## src/rtl/pxb_pkg.sv

```systemverilog
package pxb_pkg;
    localparam int NP_DEF     = 4;
    localparam int DATA_W_DEF = 16;
    localparam int TS_W_DEF   = 8;

    // Source examined at search position k by destination d.
    function automatic int search_src(int d, int k, int n);
        return (d + k) % n;
    endfunction
endpackage

```

## src/rtl/pxb_src_slot.sv

```systemverilog
module pxb_src_slot #(
    parameter int NP     = pxb_pkg::NP_DEF,
    parameter int DATA_W = pxb_pkg::DATA_W_DEF,
    parameter int TS_W   = pxb_pkg::TS_W_DEF,
    localparam int DW    = $clog2(NP)
) (
    input  logic              clk_i,
    input  logic              rst_ni,
    input  logic              ld_valid_i,
    input  logic [DW-1:0]     ld_dest_i,
    input  logic [TS_W-1:0]   ld_ts_i,
    input  logic [DATA_W-1:0] ld_data_i,
    input  logic              granted_i,
    output logic              ready_o,
    output logic              valid_o,
    output logic [DW-1:0]     dest_o,
    output logic [TS_W-1:0]   ts_o,
    output logic [DATA_W-1:0] data_o
);
    typedef struct packed {
        logic              vld;
        logic [DW-1:0]     dest;
        logic [TS_W-1:0]   ts;
        logic [DATA_W-1:0] data;
    } slot_t;

    slot_t slot_d, slot_q;
    logic  ready;

    always_comb begin
        ready  = !slot_q.vld || granted_i;
        slot_d = slot_q;
        if (granted_i) slot_d.vld = 1'b0;
        if (ready && ld_valid_i) begin
            slot_d.vld  = 1'b1;
            slot_d.dest = ld_dest_i;
            slot_d.ts   = ld_ts_i;
            slot_d.data = ld_data_i;
        end
    end

    always_ff @(posedge clk_i or negedge rst_ni) begin
        if (!rst_ni) slot_q <= '0;
        else         slot_q <= slot_d;
    end

    assign ready_o = ready;
    assign valid_o = slot_q.vld;
    assign dest_o  = slot_q.dest;
    assign ts_o    = slot_q.ts;
    assign data_o  = slot_q.data;
endmodule

```

## src/rtl/pxb_rot_arb.sv

```systemverilog
module pxb_rot_arb #(
    parameter int NP    = pxb_pkg::NP_DEF,
    parameter int START = 0
) (
    input  logic [NP-1:0] req_i,
    output logic [NP-1:0] gnt_o
);
    logic [NP-1:0] gnt_d;
    logic          found;

    always_comb begin
        gnt_d = '0;
        found = 1'b0;
        for (int k = 0; k < NP; k++) begin
            int idx;
            idx = pxb_pkg::search_src(START, k, NP);
            if (!found && req_i[idx]) begin
                gnt_d[idx] = 1'b1;
                found      = 1'b1;
            end
        end
    end

    assign gnt_o = gnt_d;
endmodule

```

## src/rtl/pxb_xbar.sv

```systemverilog
module pxb_xbar #(
    parameter int NP     = pxb_pkg::NP_DEF,
    parameter int DATA_W = pxb_pkg::DATA_W_DEF,
    parameter int TS_W   = pxb_pkg::TS_W_DEF,
    localparam int DW    = $clog2(NP)
) (
    input  logic               clk_i,
    input  logic               rst_ni,
    input  logic [NP-1:0]      src_valid_i,
    input  logic [NP*DW-1:0]   src_dest_i,
    input  logic [NP*TS_W-1:0] src_ts_i,
    input  logic [NP*DATA_W-1:0] src_data_i,
    output logic [NP-1:0]      src_ready_o,
    output logic [NP-1:0]      dst_valid_o,
    output logic [NP*DW-1:0]   dst_src_o,
    output logic [NP*TS_W-1:0] dst_ts_o,
    output logic [NP*DATA_W-1:0] dst_data_o
);
    typedef struct packed {
        logic              vld;
        logic [DW-1:0]     src;
        logic [TS_W-1:0]   ts;
        logic [DATA_W-1:0] data;
    } lane_t;

    logic [NP-1:0]              slot_vld;
    logic [NP-1:0][DW-1:0]      slot_dest;
    logic [NP-1:0][TS_W-1:0]    slot_ts;
    logic [NP-1:0][DATA_W-1:0]  slot_data;
    logic [NP-1:0][NP-1:0]      req_m;     // [dest][src]
    logic [NP-1:0][NP-1:0]      gnt_m;     // [dest][src]
    logic [NP-1:0]              src_granted;
    lane_t [NP-1:0]             lane_d, lane_q;

    for (genvar s = 0; s < NP; s++) begin : g_src
        pxb_src_slot #(.NP(NP), .DATA_W(DATA_W), .TS_W(TS_W)) u_slot (
            .clk_i      (clk_i),
            .rst_ni     (rst_ni),
            .ld_valid_i (src_valid_i[s]),
            .ld_dest_i  (src_dest_i[s*DW +: DW]),
            .ld_ts_i    (src_ts_i[s*TS_W +: TS_W]),
            .ld_data_i  (src_data_i[s*DATA_W +: DATA_W]),
            .granted_i  (src_granted[s]),
            .ready_o    (src_ready_o[s]),
            .valid_o    (slot_vld[s]),
            .dest_o     (slot_dest[s]),
            .ts_o       (slot_ts[s]),
            .data_o     (slot_data[s])
        );
    end

    always_comb begin
        for (int d = 0; d < NP; d++)
            for (int s = 0; s < NP; s++)
                req_m[d][s] = slot_vld[s] && (slot_dest[s] == DW'(d));
    end

    for (genvar d = 0; d < NP; d++) begin : g_dst
        pxb_rot_arb #(.NP(NP), .START(d)) u_arb (
            .req_i (req_m[d]),
            .gnt_o (gnt_m[d])
        );
    end

    always_comb begin
        src_granted = '0;
        for (int s = 0; s < NP; s++)
            for (int d = 0; d < NP; d++)
                src_granted[s] = src_granted[s] | gnt_m[d][s];
    end

    always_comb begin
        for (int d = 0; d < NP; d++) begin
            lane_d[d] = '0;
            for (int s = 0; s < NP; s++) begin
                if (gnt_m[d][s]) begin
                    lane_d[d].vld  = 1'b1;
                    lane_d[d].src  = DW'(s);
                    lane_d[d].ts   = slot_ts[s];
                    lane_d[d].data = slot_data[s];
                end
            end
        end
    end

    always_ff @(posedge clk_i or negedge rst_ni) begin
        if (!rst_ni) lane_q <= '0;
        else         lane_q <= lane_d;
    end

    for (genvar d = 0; d < NP; d++) begin : g_out
        assign dst_valid_o[d]               = lane_q[d].vld;
        assign dst_src_o[d*DW +: DW]        = lane_q[d].src;
        assign dst_ts_o[d*TS_W +: TS_W]     = lane_q[d].ts;
        assign dst_data_o[d*DATA_W +: DATA_W] = lane_q[d].data;
    end
endmodule

```

## config.mk

```make
export PLATFORM = sky130hd
export DESIGN_NAME = pxb_xbar
export DESIGN_NICKNAME = d
export VERILOG_FILES = /design/src/rtl/pxb_pkg.sv /design/src/rtl/pxb_src_slot.sv /design/src/rtl/pxb_rot_arb.sv /design/src/rtl/pxb_xbar.sv
export SDC_FILE = /design/constraint.sdc
export NUM_CORES = 1
export LEC_CHECK = 0
export ABC_AREA = 1
export BUFFER_PORTS_ARGS = -buffer_cell sky130_fd_sc_hd__buf_2
export CORE_ASPECT_RATIO = 1.5
export CORE_UTILIZATION = 60
export DETAILED_ROUTE_END_ITERATION = 6
export PLACE_DENSITY = 0.86
export SLEW_MARGIN = 30
export SYNTH_ARGS = -nofsm -noshare
export SYNTH_HDL_FRONTEND = slang
export SYNTH_HIERARCHICAL = 1
export SYNTH_SLANG_ARGS = --single-unit
```

## constraint.sdc

```tcl
create_clock -name clk_i -period 4.25 [get_ports clk_i]
set_clock_uncertainty 0.05 [all_clocks]
set_input_delay 0.425 -clock clk_i [delete_from_list [all_inputs] [get_ports clk_i]]
set_output_delay 0.425 -clock clk_i [all_outputs]
set_load 0.02 [all_outputs]
```

==> flow_metrics.tcl <==
set metrics [dict create \
    diodes 0 \
    postPlaceCellArea_mm2 0.0118 \
    synth_top_flop_cell "dfrtp_1" \
    nNetsFinal 1653 \
    yosysUniqueCellTypes 30 \
    clockBufferDepth 3 \
    peakVddDrop_mv 0.479 \
    drt_wl_total_mm 39.1 \
    cts.clk_slew.worst_paths_ps 70 \
    final_antenna_net_count 0 \
    drt_first_pass_iters 6 \
    drive_gt1_share_pct 20.5 \
    wire_per_inst_um 22.0 \
    critPathMaxFanout 29 \
    power_density_mw_per_mm2 894 \
    seq_area_frac_synth_pct 49.2 \
    setup_violations 0 \
    die_x_um 112 \
    async_reset_ff_share_pct 100 \
    period_needed_ps 3640 \
    critPathKind "flip-flop to output pin" \
    cts_tree "done" \
    post-route-cell-area_mm2 0.0126 \
    final_cell_mix "nand2_1 (500), buf_2 (220), dfrtp_1 (216)" \
    syn-num-nets 1477 \
    synth_seq_cells 216 \
    overflow 0 \
    start_util_pct 61.2 \
    worst_setup_path_start_kind "flip-flop" \
    drc 0 \
    syn_to_final_growth_pct 14.4 \
    grt_max_degree 138 \
    yosys_warnings 6 \
    rows 60 \
    final_common_cell "nand2_1" \
    period_share_pct 85.6 \
    io_pins 222 \
    outcome "completed" \
    antenna_found_initial 0 \
    root_buffer "clkbuf_16" \
    worstMarginPinSlew_ps 930 \
    drtIter0Drc 1334 \
    post_cts_resized 0 \
    avgViaCountPerCell 6.11 \
    slowest_stage "nand2_2" \
    fp.dieArea_mm2 0.0189 \
    numClockSinks 216 \
    maxSlewViolCount 0 \
    synthCells 1367 \
    synth_edf_count 0 \
    placement.io_buffers 221 \
    insertion_delay_ps 510 \
    die_y_um 168 \
    worstSetupEndpointType "output pin" \
    leakage_nw 6.92 \
    drv_cap 0 \
    grt_pass1_vias 10843 \
    dp_hpwl_mm 25.1 \
    setup_tns_ps 0 \
    max_clock_freq_mhz 275 \
    fill_cells 1450 \
    hold_path.class "primary input to flip-flop" \
    required_ps 3770 \
    slowest_delay_ps 520 \
    grt_pass1_wl_mm 59.1 \
    post_cts_buffers 0 \
    cp_common_cell "inv_1" \
    num_vias 10841 \
    grt_usage_pct 41.9 \
    cp_cell_sequence "inv_1 -> nor3_1 -> buf_4 -> inv_1 -> nand2_1 -> nor2_1 -> inv_2 -> nand4_1 -> inv_1 -> nand2_2 -> buf_2" \
    hold_viol 0 \
    rsz0062_at_grt "false" \
    place_congestion 0.949 \
    relSlewSlack_pct 37.6 \
    design.core.area_mm2 0.0179 \
    worstPathArrival_ps 3160 \
    synth_area_per_cell_um2 8.04 \
    cts_buffers 20 \
    cts_max_level 1 \
    syn_area_mm2 0.0110 \
]
cell families after synthesis:
family	after synthesis	synth area share, %
buffers and inverters	191	10.7
flip-flops	216	49.2
AND/OR/NAND/NOR	765	29.3
AO/OA/AOI/OAI	195	10.8
where the power goes:
part | internal (mW) | total [mW] | switching [mW]
registers | 2.92 | 3.76 | 0.835
clock network | 1.18 | 1.96 | 0.783
logic | 1.49 | 5.51 | 4.03
per-stage QoR:
step / utilization, % / std cells / setup slack (ps) / hold slack, ps / power [mW]
floorplan: - / 1367 / 1990 / 79.4 / 7.44
global placement: 65.8 / 1736 / 1260 / 406 / 8.89
detailed placement: 65.8 / 1736 / 1200 / 409 / 9.00
CTS: 69.8 / 1772 / 684 / 40.1 / 11.0
global route: 70.0 / 1774 / 461 / 102 / 11.8
finish: 70.0 / 1774 / 610 / 96.4 / 11.2
Yosys cell counts (11+ instances only):
master / count / area [um2]
nor3_1: 16 / 80.1
a21boi_0: 16 / 120
buf_6: 23 / 259
buf_2: 38 / 190
o21ai_0: 73 / 365
nor2_1: 51 / 191
a22oi_1: 57 / 428
dfrtp_1: 216 / 5410
nand2_1: 500 / 1880
inv_2: 11 / 41.3
buf_4: 16 / 120
inv_1: 82 / 308
nand3_1: 179 / 896
o21ai_1: 11 / 55.1
a21oi_1: 28 / 140
worst max-delay path: cells and delay by family (launching register included):
kind                   cells  cell delay (ps)
AND/OR/NAND/NOR            5             1320
flip-flops                 1              390
buffers and inverters      6              940
metal layers:
| metal | part of all wire [%] | vias to the layer above | GRT usage, % |
|---|---|---|---|
| li1 | - | 4766 | - |
| met1 | 34 | 5017 | 49.0 |
| met2 | 48 | 823 | 68.9 |
| met3 | 9.8 | 235 | 7.24 |
| met4 | 8.3 | 0 | 31.7 |
| met5 | 0 | - | 0 |
registers in the layout, indices dropped and copies added, names as in the netlist:
signal                flops
dst_data_o               64
g_src.u_slot/valid_o      4
g_src.u_slot/data_o      64
g_src.u_slot/ts_o        32
dst_ts_o                 32
dst_valid_o               4
g_src.u_slot/dest_o       8
dst_src_o                 8
worst paths after layout:
path / start / endpoint / slack [ps] / cells after the start
min: src_ts_i[2] / g_src[0].u_slot/ts_o[2]$_DFFE_PN0P_ / 100 / 3
max: g_src[0].u_slot/valid_o$_DFFE_PN0P_ / src_ready_o[2] / 610 / 11
max reg2reg: g_src[0].u_slot/valid_o$_DFFE_PN0P_ / g_src[2].u_slot/dest_o[0]$_DFFE_PN0P_ / 1050 / 13
min reg2reg: g_src[1].u_slot/data_o[2]$_DFFE_PN0P_ / g_src[1].u_slot/data_o[2]$_DFFE_PN0P_ / 420 / 2
min in group asynchronous: rst_ni / dst_data_o[26]$_DFF_PN0_ / 360 / 2
max in group asynchronous: rst_ni / g_src[1].u_slot/ts_o[0]$_DFFE_PN0P_ / 3010 / 3
layout make-up:
cell class	count	area [um2]	share of cell area, %
clock inverter	6	109	0.866
multi-input combinational	960	4440	35.3
timing repair buffer	250	1370	10.9
sequential	216	5410	43.0
tap	217	272	2.16
clock buffer	30	609	4.85
inverter	95	362	2.88
repair_timing:
action / 4_1_cts / 5_1_grt
endpoints found under the setup margin: 0 / 0
endpoints found under the hold margin: 0 / 40
hold buffers: 0 / 1
No activity file was read; power rests on OpenSTA's default activity.
